$ cat config.mk
export PLATFORM = sky130hd
export DESIGN_NAME = smii_tx_serializer
export DESIGN_NICKNAME = d
export VERILOG_FILES = /design/src/rtl/smii_ser_pkg.sv /design/src/rtl/smii_seg_timer.sv /design/src/rtl/smii_seg_loader.sv /design/src/rtl/smii_bit_mux.sv /design/src/rtl/smii_tx_serializer.sv
export SDC_FILE = /design/constraint.sdc
export NUM_CORES = 1
export LEC_CHECK = 0
export BUFFER_PORTS_ARGS = -buffer_cell sky130_fd_sc_hd__buf_2
export CAP_MARGIN = 20
export CORE_ASPECT_RATIO = 1.4
export CORE_MARGIN = 3
export CORE_UTILIZATION = 30
export CTS_BUF_LIST = sky130_fd_sc_hd__clkbuf_8
export DETAILED_ROUTE_END_ITERATION = 8
export SETUP_SLACK_MARGIN = 0.2
export SKIP_CTS_REPAIR_TIMING = 1
export SLEW_MARGIN = 5
export SYNTH_ARGS = -nofsm -noshare
export SYNTH_HDL_FRONTEND = slang
export SYNTH_SLANG_ARGS = --single-unit
$ cat constraint.sdc
create_clock -name clk -period 4 [get_ports clk]
set_clock_uncertainty 0.1 [all_clocks]
set_input_delay 0.4 -clock clk [delete_from_list [all_inputs] [get_ports clk]]
set_output_delay 0.4 -clock clk [all_outputs]
set_load 0.05 [all_outputs]
$ cat src/rtl/smii_ser_pkg.sv
package smii_ser_pkg;
  localparam int BYTE_W = 8;
  localparam int SEG_W  = BYTE_W + 2;

  typedef logic [SEG_W-1:0] seg_t;

  typedef enum logic {
    SPD_FAST = 1'b0,
    SPD_SLOW = 1'b1
  } speed_e;

  function automatic seg_t pack_seg(input logic [BYTE_W-1:0] data, input logic err);
    return {data, 1'b1, err};
  endfunction
endpackage

$ cat src/rtl/smii_seg_timer.sv
module smii_seg_timer
  import smii_ser_pkg::*;
#(
  parameter int SEG_BITS = SEG_W,
  parameter int REPEAT   = 10,
  localparam int BIT_W   = $clog2(SEG_BITS),
  localparam int REP_W   = (REPEAT > 1) ? $clog2(REPEAT) : 1
) (
  input  logic             clk,
  input  logic             rst_n,
  input  logic             slow_req,
  output logic [BIT_W-1:0] bit_idx,
  output logic             group_end,
  output logic             sync
);
  logic [REP_W-1:0] rep_q;
  speed_e           spd_q;
  logic             last_bit;

  assign last_bit  = (bit_idx == BIT_W'(SEG_BITS - 1));
  assign group_end = last_bit && ((spd_q == SPD_FAST) || (rep_q == REP_W'(REPEAT - 1)));
  assign sync      = (bit_idx == '0);

  always_ff @(posedge clk or negedge rst_n) begin
    if (!rst_n) begin
      bit_idx <= '0;
      rep_q   <= '0;
      spd_q   <= SPD_FAST;
    end else if (group_end) begin
      bit_idx <= '0;
      rep_q   <= '0;
      spd_q   <= slow_req ? SPD_SLOW : SPD_FAST;
    end else if (last_bit) begin
      bit_idx <= '0;
      rep_q   <= rep_q + 1'b1;
    end else begin
      bit_idx <= bit_idx + 1'b1;
    end
  end

  // repeat counter never passes its last value
  a_r4_rep_range: assert property (@(posedge clk) disable iff (!rst_n)
    rep_q <= REP_W'(REPEAT - 1));
  // the speed is only taken over at a group boundary
  a_r7_speed_hold: assert property (@(posedge clk) disable iff (!rst_n)
    !group_end |=> $stable(spd_q));
  // fast mode keeps the repeat counter at zero
  a_r3_fast_no_repeat: assert property (@(posedge clk) disable iff (!rst_n)
    (group_end && !slow_req) |=> (rep_q == '0) && (spd_q == SPD_FAST));
endmodule

$ cat src/rtl/smii_seg_loader.sv
module smii_seg_loader
  import smii_ser_pkg::*;
(
  input  logic              clk,
  input  logic              rst_n,
  input  logic              load,
  input  logic              in_valid,
  input  logic [BYTE_W-1:0] in_data,
  input  logic              in_err,
  output logic              in_ready,
  output seg_t              seg_q
);
  assign in_ready = load;

  always_ff @(posedge clk or negedge rst_n) begin
    if (!rst_n) begin
      seg_q <= '0;
    end else if (load) begin
      seg_q <= in_valid ? pack_seg(in_data, in_err) : '0;
    end
  end

  // an empty load point produces an all-zero segment
  a_r6_idle_zero: assert property (@(posedge clk) disable iff (!rst_n)
    (load && !in_valid) |=> (seg_q == '0));
  // an accepted byte lands with enable set and data intact
  a_r2_byte_packed: assert property (@(posedge clk) disable iff (!rst_n)
    (load && in_valid) |=> seg_q[1] && (seg_q[SEG_W-1:2] == $past(in_data)));
  // error flag follows its byte
  a_r9_err_kept: assert property (@(posedge clk) disable iff (!rst_n)
    (load && in_valid) |=> (seg_q[0] == $past(in_err)));
  // the segment is held for the whole group
  a_r4_seg_held: assert property (@(posedge clk) disable iff (!rst_n)
    !load |=> $stable(seg_q));
endmodule

$ cat src/rtl/smii_bit_mux.sv
module smii_bit_mux #(
  parameter int SEG_BITS = 10,
  localparam int BIT_W   = $clog2(SEG_BITS)
) (
  input  logic [SEG_BITS-1:0] seg,
  input  logic [BIT_W-1:0]    bit_idx,
  output logic                line
);
  logic [SEG_BITS-1:0] hit;

  for (genvar i = 0; i < SEG_BITS; i++) begin : g_pick
    assign hit[i] = seg[i] && (bit_idx == BIT_W'(i));
  end

  assign line = |hit;
endmodule

$ cat src/rtl/smii_tx_serializer.sv
module smii_tx_serializer
  import smii_ser_pkg::*;
#(
  parameter int REPEAT = 10
) (
  input  logic              clk,
  input  logic              rst_n,
  input  logic              slow_mode,
  input  logic              in_valid,
  output logic              in_ready,
  input  logic [BYTE_W-1:0] in_data,
  input  logic              in_err,
  output logic              sync_out,
  output logic              tx_out
);
  localparam int BIT_W = $clog2(SEG_W);

  logic [BIT_W-1:0] bit_idx;
  logic             group_end;
  seg_t             seg_q;

  smii_seg_timer #(.SEG_BITS(SEG_W), .REPEAT(REPEAT)) u_timer (
    .clk       (clk),
    .rst_n     (rst_n),
    .slow_req  (slow_mode),
    .bit_idx   (bit_idx),
    .group_end (group_end),
    .sync      (sync_out)
  );

  smii_seg_loader u_loader (
    .clk      (clk),
    .rst_n    (rst_n),
    .load     (group_end),
    .in_valid (in_valid),
    .in_data  (in_data),
    .in_err   (in_err),
    .in_ready (in_ready),
    .seg_q    (seg_q)
  );

  smii_bit_mux #(.SEG_BITS(SEG_W)) u_mux (
    .seg     (seg_q),
    .bit_idx (bit_idx),
    .line    (tx_out)
  );

  // sync lasts a single clock
  a_r1_sync_single: assert property (@(posedge clk) disable iff (!rst_n)
    sync_out |=> !sync_out);
  // ready is always followed by the next sync
  a_r5_ready_then_sync: assert property (@(posedge clk) disable iff (!rst_n)
    in_ready |=> sync_out);
  // ready never coincides with a sync clock
  a_r5_ready_not_sync: assert property (@(posedge clk) disable iff (!rst_n)
    !(in_ready && sync_out));
endmodule

==> results.sh, run 1 <==
export IMPL_outcome="completed"
export IMPL_hold_depth=3
export IMPL_layout_commonest_cell="dfrtp_1"
export IMPL_finalSetupViolCount=0
export IMPL_syn_to_final_growth_pct=13.1
export IMPL_initialDrtViolationCount=22
export IMPL_crit_type="flop to output pin"
export IMPL_fin_crit_ns=2.53
export IMPL_crit_slowest_cell="dfrtp_1"
export IMPL_path_cells="nand4bb_1 > a21oi_2 > buf_4 > buf_2"
export IMPL_crit_arrival_ns=2.03
export IMPL_critPathLaunchType="flop"
export IMPL_dieArea_um2=4150
export IMPL_cts_htree_levels=1
export IMPL_post_route_period_util_pct=63.2
export IMPL_track_usage_pct=9.74
export IMPL_p_leak_nw=0.552
export IMPL_die_w_um=55.3
export IMPL_fp_coreArea_um2=3180
export IMPL_maxCapViolCount=0
export IMPL_critPathLaunch="u_timer.bit_idx[0]"
export IMPL_dr_pass1_iters=3
export IMPL_p_int_w=0.000306
export IMPL_stdcell_area_um2=1160
export IMPL_hold_class="input port to flop"
export IMPL_combPwrFrac_pct=14.7
export IMPL_grt_pass1_wl_um=3230
export IMPL_cts_tree="done"
export IMPL_rsz0062_at_grt="false"
export IMPL_viasPerCell=4.63
export IMPL_grt_pass1_vias=744
export IMPL_synth_cells=98
export IMPL_hold_viol=0
export IMPL_mostFrequentLayoutCells="19 x dfrtp_1, 16 x nand2_1, 15 x inv_1, 15 x buf_2, 10 x mux2i_1"
export IMPL_grt_max_degree=20
export IMPL_r2r_start="u_timer.bit_idx[0]"
export IMPL_register_area_um2=475
export IMPL_seq_area_frac_synth_pct=46.5
export IMPL_gr_total_overflow=0
export IMPL_gp_congestion=0.844
export IMPL_multi_input_area_um2=442
export IMPL_setup_ws_ns=1.47
export IMPL_drt_wl_total_um=1810
export IMPL_ys_warnings_count=0
export IMPL_ir_worst_vdd_mv=0.170
export IMPL_num_vias=703
export IMPL_cp_top_family="flip-flops"
export IMPL_clock_fmax_mhz=395
export IMPL_slew_headroom_pct=70.6
export IMPL_hp_start="in_data[1]"
export IMPL_crit_required_ns=3.50
export IMPL_fillCellCount=345
export IMPL_synthesis_area_um2=1020
export IMPL_portBuffers=15
export IMPL_drc=0
export IMPL_dp_hpwl_um=1340
export IMPL_fin_nets=129
export IMPL_layout_drive_gt1_share_pct=24.8
export IMPL_power_per_cell_area_nw_per_um2=354
export IMPL_cp_slowest_stage_delay_ns=0.59
export IMPL_clock_sinks=19
export IMPL_p_sw_w=0.000103
export IMPL_synth_cell_types=31
export IMPL_rr_worst_depth=4
export IMPL_ys_seq_elements=19
export IMPL_worst_pin_slew_ns=0.441
export IMPL_initial_core_util_pct=32.1
export IMPL_place_area_um2=1100
export IMPL_numCtsBuffers=3
export IMPL_die_h_um=75.1
export IMPL_setup_tns_ns=0
export IMPL_pwr_share_seq_pct=53.6
export IMPL_netSwitchingFraction_pct=25.1
export IMPL_cp_max_fo=13
export IMPL_clkTransAtPathRegs_ns=0.07
export IMPL_antennaDiodeCount=0
export IMPL_rows=24
export IMPL_preCtsSetupSlack_ns=1.74
export IMPL_cts_buffer_depth=2
export IMPL_path_buf_inv=2
export IMPL_syn_nets=113
export IMPL_routedWlPerCell_um=11.9
export IMPL_avgSynthCellArea_um2=10.4
export IMPL_clockRootBuffer="clkbuf_8"
export IMPL_end_kind="output pin"
export IMPL_clock_latency_ns=0.25
export IMPL_antenna_left=0
export IMPL_r2r_end="u_loader.seg_q[1]"
export IMPL_ios=16
export IMPL_ff2ff_setup_slack_ns=1.96
export IMPL_antenna_found_initial=0
export IMPL_drv_slew=0
export IMPL_pwr_share_clk_pct=31.7
export IMPL_hold_end="u_loader.seg_q[3]"
-- worst max path at each step --
| stage | endpoint | cells after the start |
|---|---|---|
| 3_5_place_dp | in_ready | 4 |
| 2_1_floorplan | sync_out | 2 |
| 3_3_place_gp | in_ready | 4 |
| 6_report | in_ready | 4 |
| 5_1_grt | in_ready | 4 |
| 4_1_cts | in_ready | 4 |
-- power by group through the flow --
stage                     Sequential [W]  Combinational [W]  Clock (W)
after CTS                       0.000220          0.0000609   0.000133
after global placement          0.000223          0.0000577          0
after floorplan                 0.000220          0.0000436          0
after detailed placement        0.000223          0.0000604          0
after global routing            0.000222          0.0000698   0.000142
final                           0.000219          0.0000602   0.000130
-- cell families (layout without fill, tap and decap cells) --
kind of cell,Yosys count,count (layout),synth area share [%]
AOI/OAI and AO/OA,13,13,10.3
xor gates and xnor gates,1,1,0.857
adders and majority gates,2,2,2.45
buffers and inverters,20,35,10.3
DFF,19,19,46.5
muxes,14,14,15.3
and+or+nand+nor,29,29,14.3
-- worst register-to-register path: stages, from the launching register on --
cell       delay, ns
dfrtp_1         0.59
nand4bb_1       0.42
a21oi_2         0.23
buf_4           0.24
mux2_2          0.35
-- cell usage after synthesis --
master	number	area (um^2)
dfrtp_1	19	475
nand2_1	16	60.1
inv_1	14	52.6
mux2i_1	10	100
buf_6	4	45.0
mux2_2	3	33.8
a211oi_1	2	15.0
ha_1	2	25.0
nand2b_1	2	12.5
nand3_1	2	10.0
nand3b_1	2	15.0
nor2_1	2	7.51
nor4_1	2	12.5
a21o_1	1	7.51
a21oi_1	1	5.00
a21oi_2	1	8.76
a22o_1	1	8.76
a31o_2	1	8.76
a31oi_1	1	6.26
a32o_1	1	10.0
buf_1	1	3.75
clkbuf_1	1	3.75
mux4_2	1	22.5
nand4bb_1	1	11.3
nor2b_1	1	6.26
o21ai_2	1	8.76
o22ai_1	1	6.26
o22ai_2	1	12.5
o31ai_1	1	7.51
or3b_4	1	11.3
xnor2_1	1	8.76
-- metal layers --
| layer | part of all wire (%) | GRT usage (%) | wire [um] |
|---|---|---|---|
| met4 | 0 | 4.59 | 0 |
| met1 | 48 | 11.9 | 861 |
| met3 | 3.4 | 2.57 | 62 |
| met2 | 49 | 16.2 | 885 |
| met5 | 0 | 0 | 0 |
-- registers in the layout, indices dropped and copies added (netlist names) --
register         count
u_timer.rep_q        4
u_timer.spd_q        1
u_timer.bit_idx      4
u_loader.seg_q      10
-- area by class of cell --
type                       instances  area share [%]
inverter                          14            4.55
timing repair buffer              17            8.01
multi-input combinational         59            38.2
tap                               39            4.22
clock inverter                     1           0.325
clock buffer                       3            3.57
sequential                        19            41.1
-- per-stage QoR --
stage               utilization [%]  std cells  hold WS, ns  total power (W)
global route                   36.3        152        0.278         0.000434
global placement               34.6        147        0.259         0.000281
detailed placement             34.6        147        0.269         0.000284
finish                         36.3        152        0.284         0.000409
floorplan                         -         98      0.00441         0.000263
CTS                            36.0        151     -0.00216         0.000413
Note: power is estimated with default switching activity, not from simulation.
==> run 2, diff against run 1 <==
clock period = 2.11 ns   (was 4 ns; I/O delays follow)
==> run 2 against run 1 <==
Effect of this change: sequential power rose by 90%; combinational power rose by 110%; cell count up 3.3%; non-clock buffer count up 5.
==> results.sh, run 2 (synthesis results as in run 1) <==
export IMPL_dr_wl_met2_um=1010
export IMPL_clockRootBuffer="clkbuf_8"
export IMPL_crit_type="flop to output pin"
export IMPL_dieArea_um2=4150
export IMPL_syn_to_final_growth_pct=22.9
export IMPL_initial_core_util_pct=32.1
export IMPL_hold_class="input port to flop"
export IMPL_clock_latency_ns=0.25
export IMPL_crit_required_ns=1.80
export IMPL_regMostFlops="u_loader.seg_q"
export IMPL_stdcell_count=157
export IMPL_grt_pass1_vias=754
export IMPL_cp_max_fo=2
export IMPL_layout_commonest_cell="dfrtp_1"
export IMPL_initialDrtViolationCount=16
export IMPL_finalSetupViolCount=0
export IMPL_layout_drive_gt1_share_pct=33.9
export IMPL_fin_nets=134
export IMPL_largest_reg_flops=10
export IMPL_dp_hpwl_um=1440
export IMPL_top_regs="u_loader.seg_q: 10 flops, u_timer.bit_idx: 4 flops, u_timer.rep_q: 4 flops"
export IMPL_post_route_period_util_pct=90.3
export IMPL_end_kind="output pin"
export IMPL_fp_coreArea_um2=3180
export IMPL_slew_headroom_pct=70.5
export IMPL_maxCapViolCount=0
export IMPL_portBuffers=15
export IMPL_cts_tree="done"
export IMPL_clkTransAtPathRegs_ns=0.08
export IMPL_worst_pin_slew_ns=0.442
export IMPL_drv_slew=0
export IMPL_grt_pass1_wl_um=3190
export IMPL_cts_buffer_depth=2
export IMPL_antenna_found_initial=0
export IMPL_die_h_um=75.1
export IMPL_ios=16
export IMPL_setup_tns_ns=0
export IMPL_drt_met1_wl_um=886
export IMPL_routedWlPerCell_um=12.7
export IMPL_die_w_um=55.3
export IMPL_p_leak_nw=0.582
export IMPL_numCtsBuffers=3
export IMPL_antenna_left=0
export IMPL_top_layer_used="met4"
export IMPL_antennaDiodeCount=0
export IMPL_cts_htree_levels=1
export IMPL_clock_sinks=19
export IMPL_rows=24
export IMPL_gr_total_overflow=0
export IMPL_outcome="completed"
export IMPL_crit_arrival_ns=1.60
export IMPL_hold_viol=0
export IMPL_power_per_cell_area_nw_per_um2=632
export IMPL_fin_crit_ns=1.91
export IMPL_dr_pass1_iters=3
export IMPL_gp_congestion=0.784
export IMPL_drt_wl_total_um=2000
export IMPL_critPathLaunchType="flop"
export IMPL_ir_worst_vdd_mv=0.333
export IMPL_drc=0
export IMPL_clock_fmax_mhz=525
export IMPL_num_vias=737
export IMPL_mostFrequentLayoutCells="17 x dfrtp_1, 16 x nand2_1, 14 x inv_1"
export IMPL_grt_max_degree=20
export IMPL_viasPerCell=4.69
export IMPL_wl_met3_um=73
export IMPL_rsz0062_at_grt="true"
export IMPL_placedCellCount=149
export IMPL_track_usage_pct=9.86
[run 2: changes by cell type in the layout (fill, tap and decap cells not counted), moves of 2 or more]
| cell | previous run | this run |
|---|---|---|
| buf_2 | 15 | 13 |
| buf_6 | 0 | 2 |
| dfrtp_2 | 0 | 2 |
| dfrtp_1 | 19 | 17 |
| buf_4 | 1 | 5 |
[run 2: path summary, 6_finish.rpt]
check                                   start            endpoint  slack, ns  cells after the start
setup reg to reg           u_timer.bit_idx[2]    u_timer.rep_q[0]       0.42                      4
hold reg to reg             u_loader.seg_q[8]   u_loader.seg_q[8]       0.42                      2
max in group asynchronous               rst_n  u_timer.bit_idx[1]       1.25                      2
min in group asynchronous               rst_n   u_loader.seg_q[1]       0.33                      2
setup / recovery           u_timer.bit_idx[0]              tx_out       0.20                      4
hold / removal                     in_data[6]   u_loader.seg_q[8]       0.09                      3
[run 2: critical path, stage by stage, from the launching register on]
cell	delay [ns]
dfrtp_1	0.38
mux4_2	0.54
o22ai_4	0.19
o31ai_4	0.07
buf_6	0.16
[run 2: per-layer routing]
metal | vias to the layer above | GRT usage, %
li1 | 367 | -
met1 | 357 | 10.7
met2 | 11 | 18.4
met3 | 2 | 2.40
met4 | 0 | 4.05
met5 | - | 0
[run 2: metrics by stage]
| step | hold slack, ns | cell area (um^2) | setup slack [ns] | util [%] | total power [W] |
|---|---|---|---|---|---|
| finish | 0.0940 | 1260 | 0.204 | 39.5 | 0.000794 |
| global placement | 0.0722 | 1140 | 0.364 | 35.7 | 0.000535 |
| CTS | -0.193 | 1180 | 0.0711 | 37.1 | 0.000798 |
| detailed placement | 0.0842 | 1140 | 0.332 | 35.7 | 0.000542 |
| floorplan | -0.185 | 1040 | 0.211 | - | 0.000503 |
| global route | 0.0958 | 1260 | 0.153 | 39.5 | 0.000841 |
[run 2: layout make-up]
class | count | area [um^2]
Tap cell | 39 | 48.8
Inverter | 14 | 52.6
Fill cell | 339 | 1930
Multi-Input combinational cell | 59 | 488
Timing Repair Buffer | 22 | 143
Sequential cell | 19 | 478
Clock buffer | 3 | 41.3
Clock inverter | 1 | 5.00
[run 2: power by group]
group          internal (W)  switching [W]
clock network      0.000131       0.000120
registers          0.000395      0.0000208
logic             0.0000648      0.0000624
==> run 3, diff against run 2 <==
--- a/config.mk
+++ b/config.mk
@@ -10,3 +10,3 @@
 export CORE_ASPECT_RATIO = 1.4
-export CORE_MARGIN = 3
+export CORE_MARGIN = 5
 export CORE_UTILIZATION = 30
@@ -14,2 +14,3 @@
 export DETAILED_ROUTE_END_ITERATION = 8
+export GPL_TIMING_DRIVEN = 0
 export SETUP_SLACK_MARGIN = 0.2
==> constraint.sdc (replaced) <==
create_clock -name clk -period 2.11 [get_ports clk]
set_clock_uncertainty 0.1 [all_clocks]
set_input_delay 0 -clock clk [delete_from_list [all_inputs] [get_ports clk]]
set_output_delay 0 -clock clk [all_outputs]
set_load 0.05 [all_outputs]
==> run 3 against run 2 <==
Effect of this change: critical path type unchanged; wire length decreased by 2.4%; clock power about the same; critical endpoint unchanged; combinational power increased by 3%; count of clock-buffer cells in the layout unchanged.
==> results.sh, run 3 (synthesis results as in run 1) <==
export IMPL_finalSetupViolCount=0
export IMPL_clock_latency_ns=0.25
export IMPL_antennaDiodeCount=0
export IMPL_crit_arrival_ns=1.71
export IMPL_post_route_period_util_pct=86.0
export IMPL_antenna_left=0
export IMPL_drt_wl_total_um=1950
export IMPL_routedWlPerCell_um=11.5
export IMPL_stdcell_area_um2=1340
export IMPL_regMostFlops="u_loader.seg_q"
export IMPL_clock_fmax_mhz=551
export IMPL_drc=0
export IMPL_rsz0062_at_grt="false"
export IMPL_clkTransAtPathRegs_ns=0.07
export IMPL_gp_congestion=0.738
export IMPL_layout_commonest_cell="dfrtp_1"
export IMPL_hold_depth=3
export IMPL_mostFrequentLayoutCells="18 x dfrtp_1, 16 x nand2_1, 14 x inv_1"
export IMPL_layout_drive_gt1_share_pct=29.2
export IMPL_p_int_w=0.000597
export IMPL_rows=25
export IMPL_numCtsBuffers=3
export IMPL_outcome="completed"
export IMPL_fin_nets=146
export IMPL_viasPerCell=4.52
export IMPL_dr_pass1_iters=4
export IMPL_preCtsSetupSlack_ns=0.446
export IMPL_rr_worst_depth=6
export IMPL_initial_core_util_pct=30.5
export IMPL_slew_headroom_pct=71.5
export IMPL_power_per_cell_area_nw_per_um2=596
export IMPL_multi_input_area_um2=453
export IMPL_ios=16
export IMPL_p_sw_w=0.000200
export IMPL_critPathLaunchType="flop"
export IMPL_initialDrtViolationCount=17
export IMPL_grt_pass1_wl_um=3160
export IMPL_top_regs="u_loader.seg_q: 10 flops, u_timer.bit_idx: 4 flops, u_timer.rep_q: 4 flops"
export IMPL_clockRootBuffer="clkbuf_8"
export IMPL_worst_pin_slew_ns=0.428
export IMPL_track_usage_pct=8.60
export IMPL_setup_ws_ns=0.295
export IMPL_hold_class="input port to flop"
export IMPL_dieArea_um2=4690
export IMPL_register_area_um2=477
export IMPL_maxCapViolCount=0
export IMPL_cts_buffer_depth=2
export IMPL_dp_hpwl_um=1390
export IMPL_pwr_share_clk_pct=31.3
export IMPL_fillCellCount=329
export IMPL_antenna_found_initial=0
export IMPL_grt_max_degree=20
export IMPL_p_total_w=0.000797
export IMPL_fp_coreArea_um2=3350
export IMPL_drv_slew=0
export IMPL_largest_reg_flops=10
export IMPL_pwr_share_seq_pct=52.2
export IMPL_p_leak_nw=0.626
export IMPL_clock_sinks=19
export IMPL_crit_required_ns=2.01
export IMPL_portBuffers=14
export IMPL_netSwitchingFraction_pct=25.1
export IMPL_fin_crit_ns=1.81
export IMPL_gr_total_overflow=0
export IMPL_ir_worst_vdd_mv=0.424
export IMPL_die_w_um=59.3
export IMPL_end_kind="output pin"
export IMPL_cts_htree_levels=1
export IMPL_cp_max_fo=4
export IMPL_die_h_um=79.1
export IMPL_place_area_um2=1150
export IMPL_combPwrFrac_pct=16.4
export IMPL_cts_tree="done"
export IMPL_grt_pass1_vias=787
export IMPL_syn_to_final_growth_pct=30.8
export IMPL_num_vias=768
export IMPL_crit_type="flop to output pin"
export IMPL_hold_viol=0
export IMPL_setup_tns_ns=0
==> run 3: cell types whose count changed in the layout (fill, tap and decap cells not counted), sizes merged <==
cell,before,now
clkbuf,4,5
buf,20,21
dlygate4sd3,1,11
==> run 3: cell type report <==
class	count	share of cell area, %
clock inverters	1	0.374
repair buffers	28	15.3
inverters	14	3.93
clock buffers	3	3.09
multi-input cells	59	33.9
flip-flops and latches	19	35.6
well taps	40	3.74
plain buffers	6	4.02
==> run 3: through the flow <==
stage / hold WS (ns) / utilization [%] / cells
4_1_cts: -0.415 / 35.9 / 156
6_report: 0.0397 / 40.0 / 170
3_5_place_dp: -0.138 / 34.5 / 152
5_1_grt: 0.0458 / 40.0 / 170
3_3_place_gp: -0.138 / 34.5 / 152
2_1_floorplan: -0.396 / - / 98
==> run 3: final timing paths <==
kind	end	slack [ns]	from
max in group asynchronous	u_timer.rep_q[0]	1.48	rst_n
worst min-delay path	u_loader.seg_q[2]	0.04	in_valid
worst max register to register	u_loader.seg_q[1]	0.43	u_timer.bit_idx[2]
worst min register to register	u_timer.rep_q[0]	0.41	u_timer.rep_q[0]
min in group asynchronous	u_loader.seg_q[9]	0.11	rst_n
worst max-delay path	tx_out	0.30	u_timer.bit_idx[0]
==> run 3: layer usage <==
layer / wire length (um) / vias to the layer above / global-route usage, %
met3: 54 / 2 / 1.46
met2: 1030 / 14 / 14.9
li1: - / 390 / -
met4: 9 / 0 / 3.85
met1: 849 / 362 / 10.0
met5: 0 / - / 0
==> run 3: power groups by stage <==
stage | logic [W] | clock network, W | registers, W
after global placement | 0.000110 | 0 | 0.000420
after detailed placement | 0.000116 | 0 | 0.000423
after CTS | 0.000116 | 0.000259 | 0.000416
after global routing | 0.000148 | 0.000275 | 0.000420
final | 0.000131 | 0.000250 | 0.000416
after floorplan | 0.0000840 | 0 | 0.000417
==> run 3: critical path, stage by stage (launching register included) <==
cell	delay [ns]
dfrtp_1	0.43
mux4_2	0.52
o22ai_1	0.22
o31ai_2	0.08
buf_2	0.22
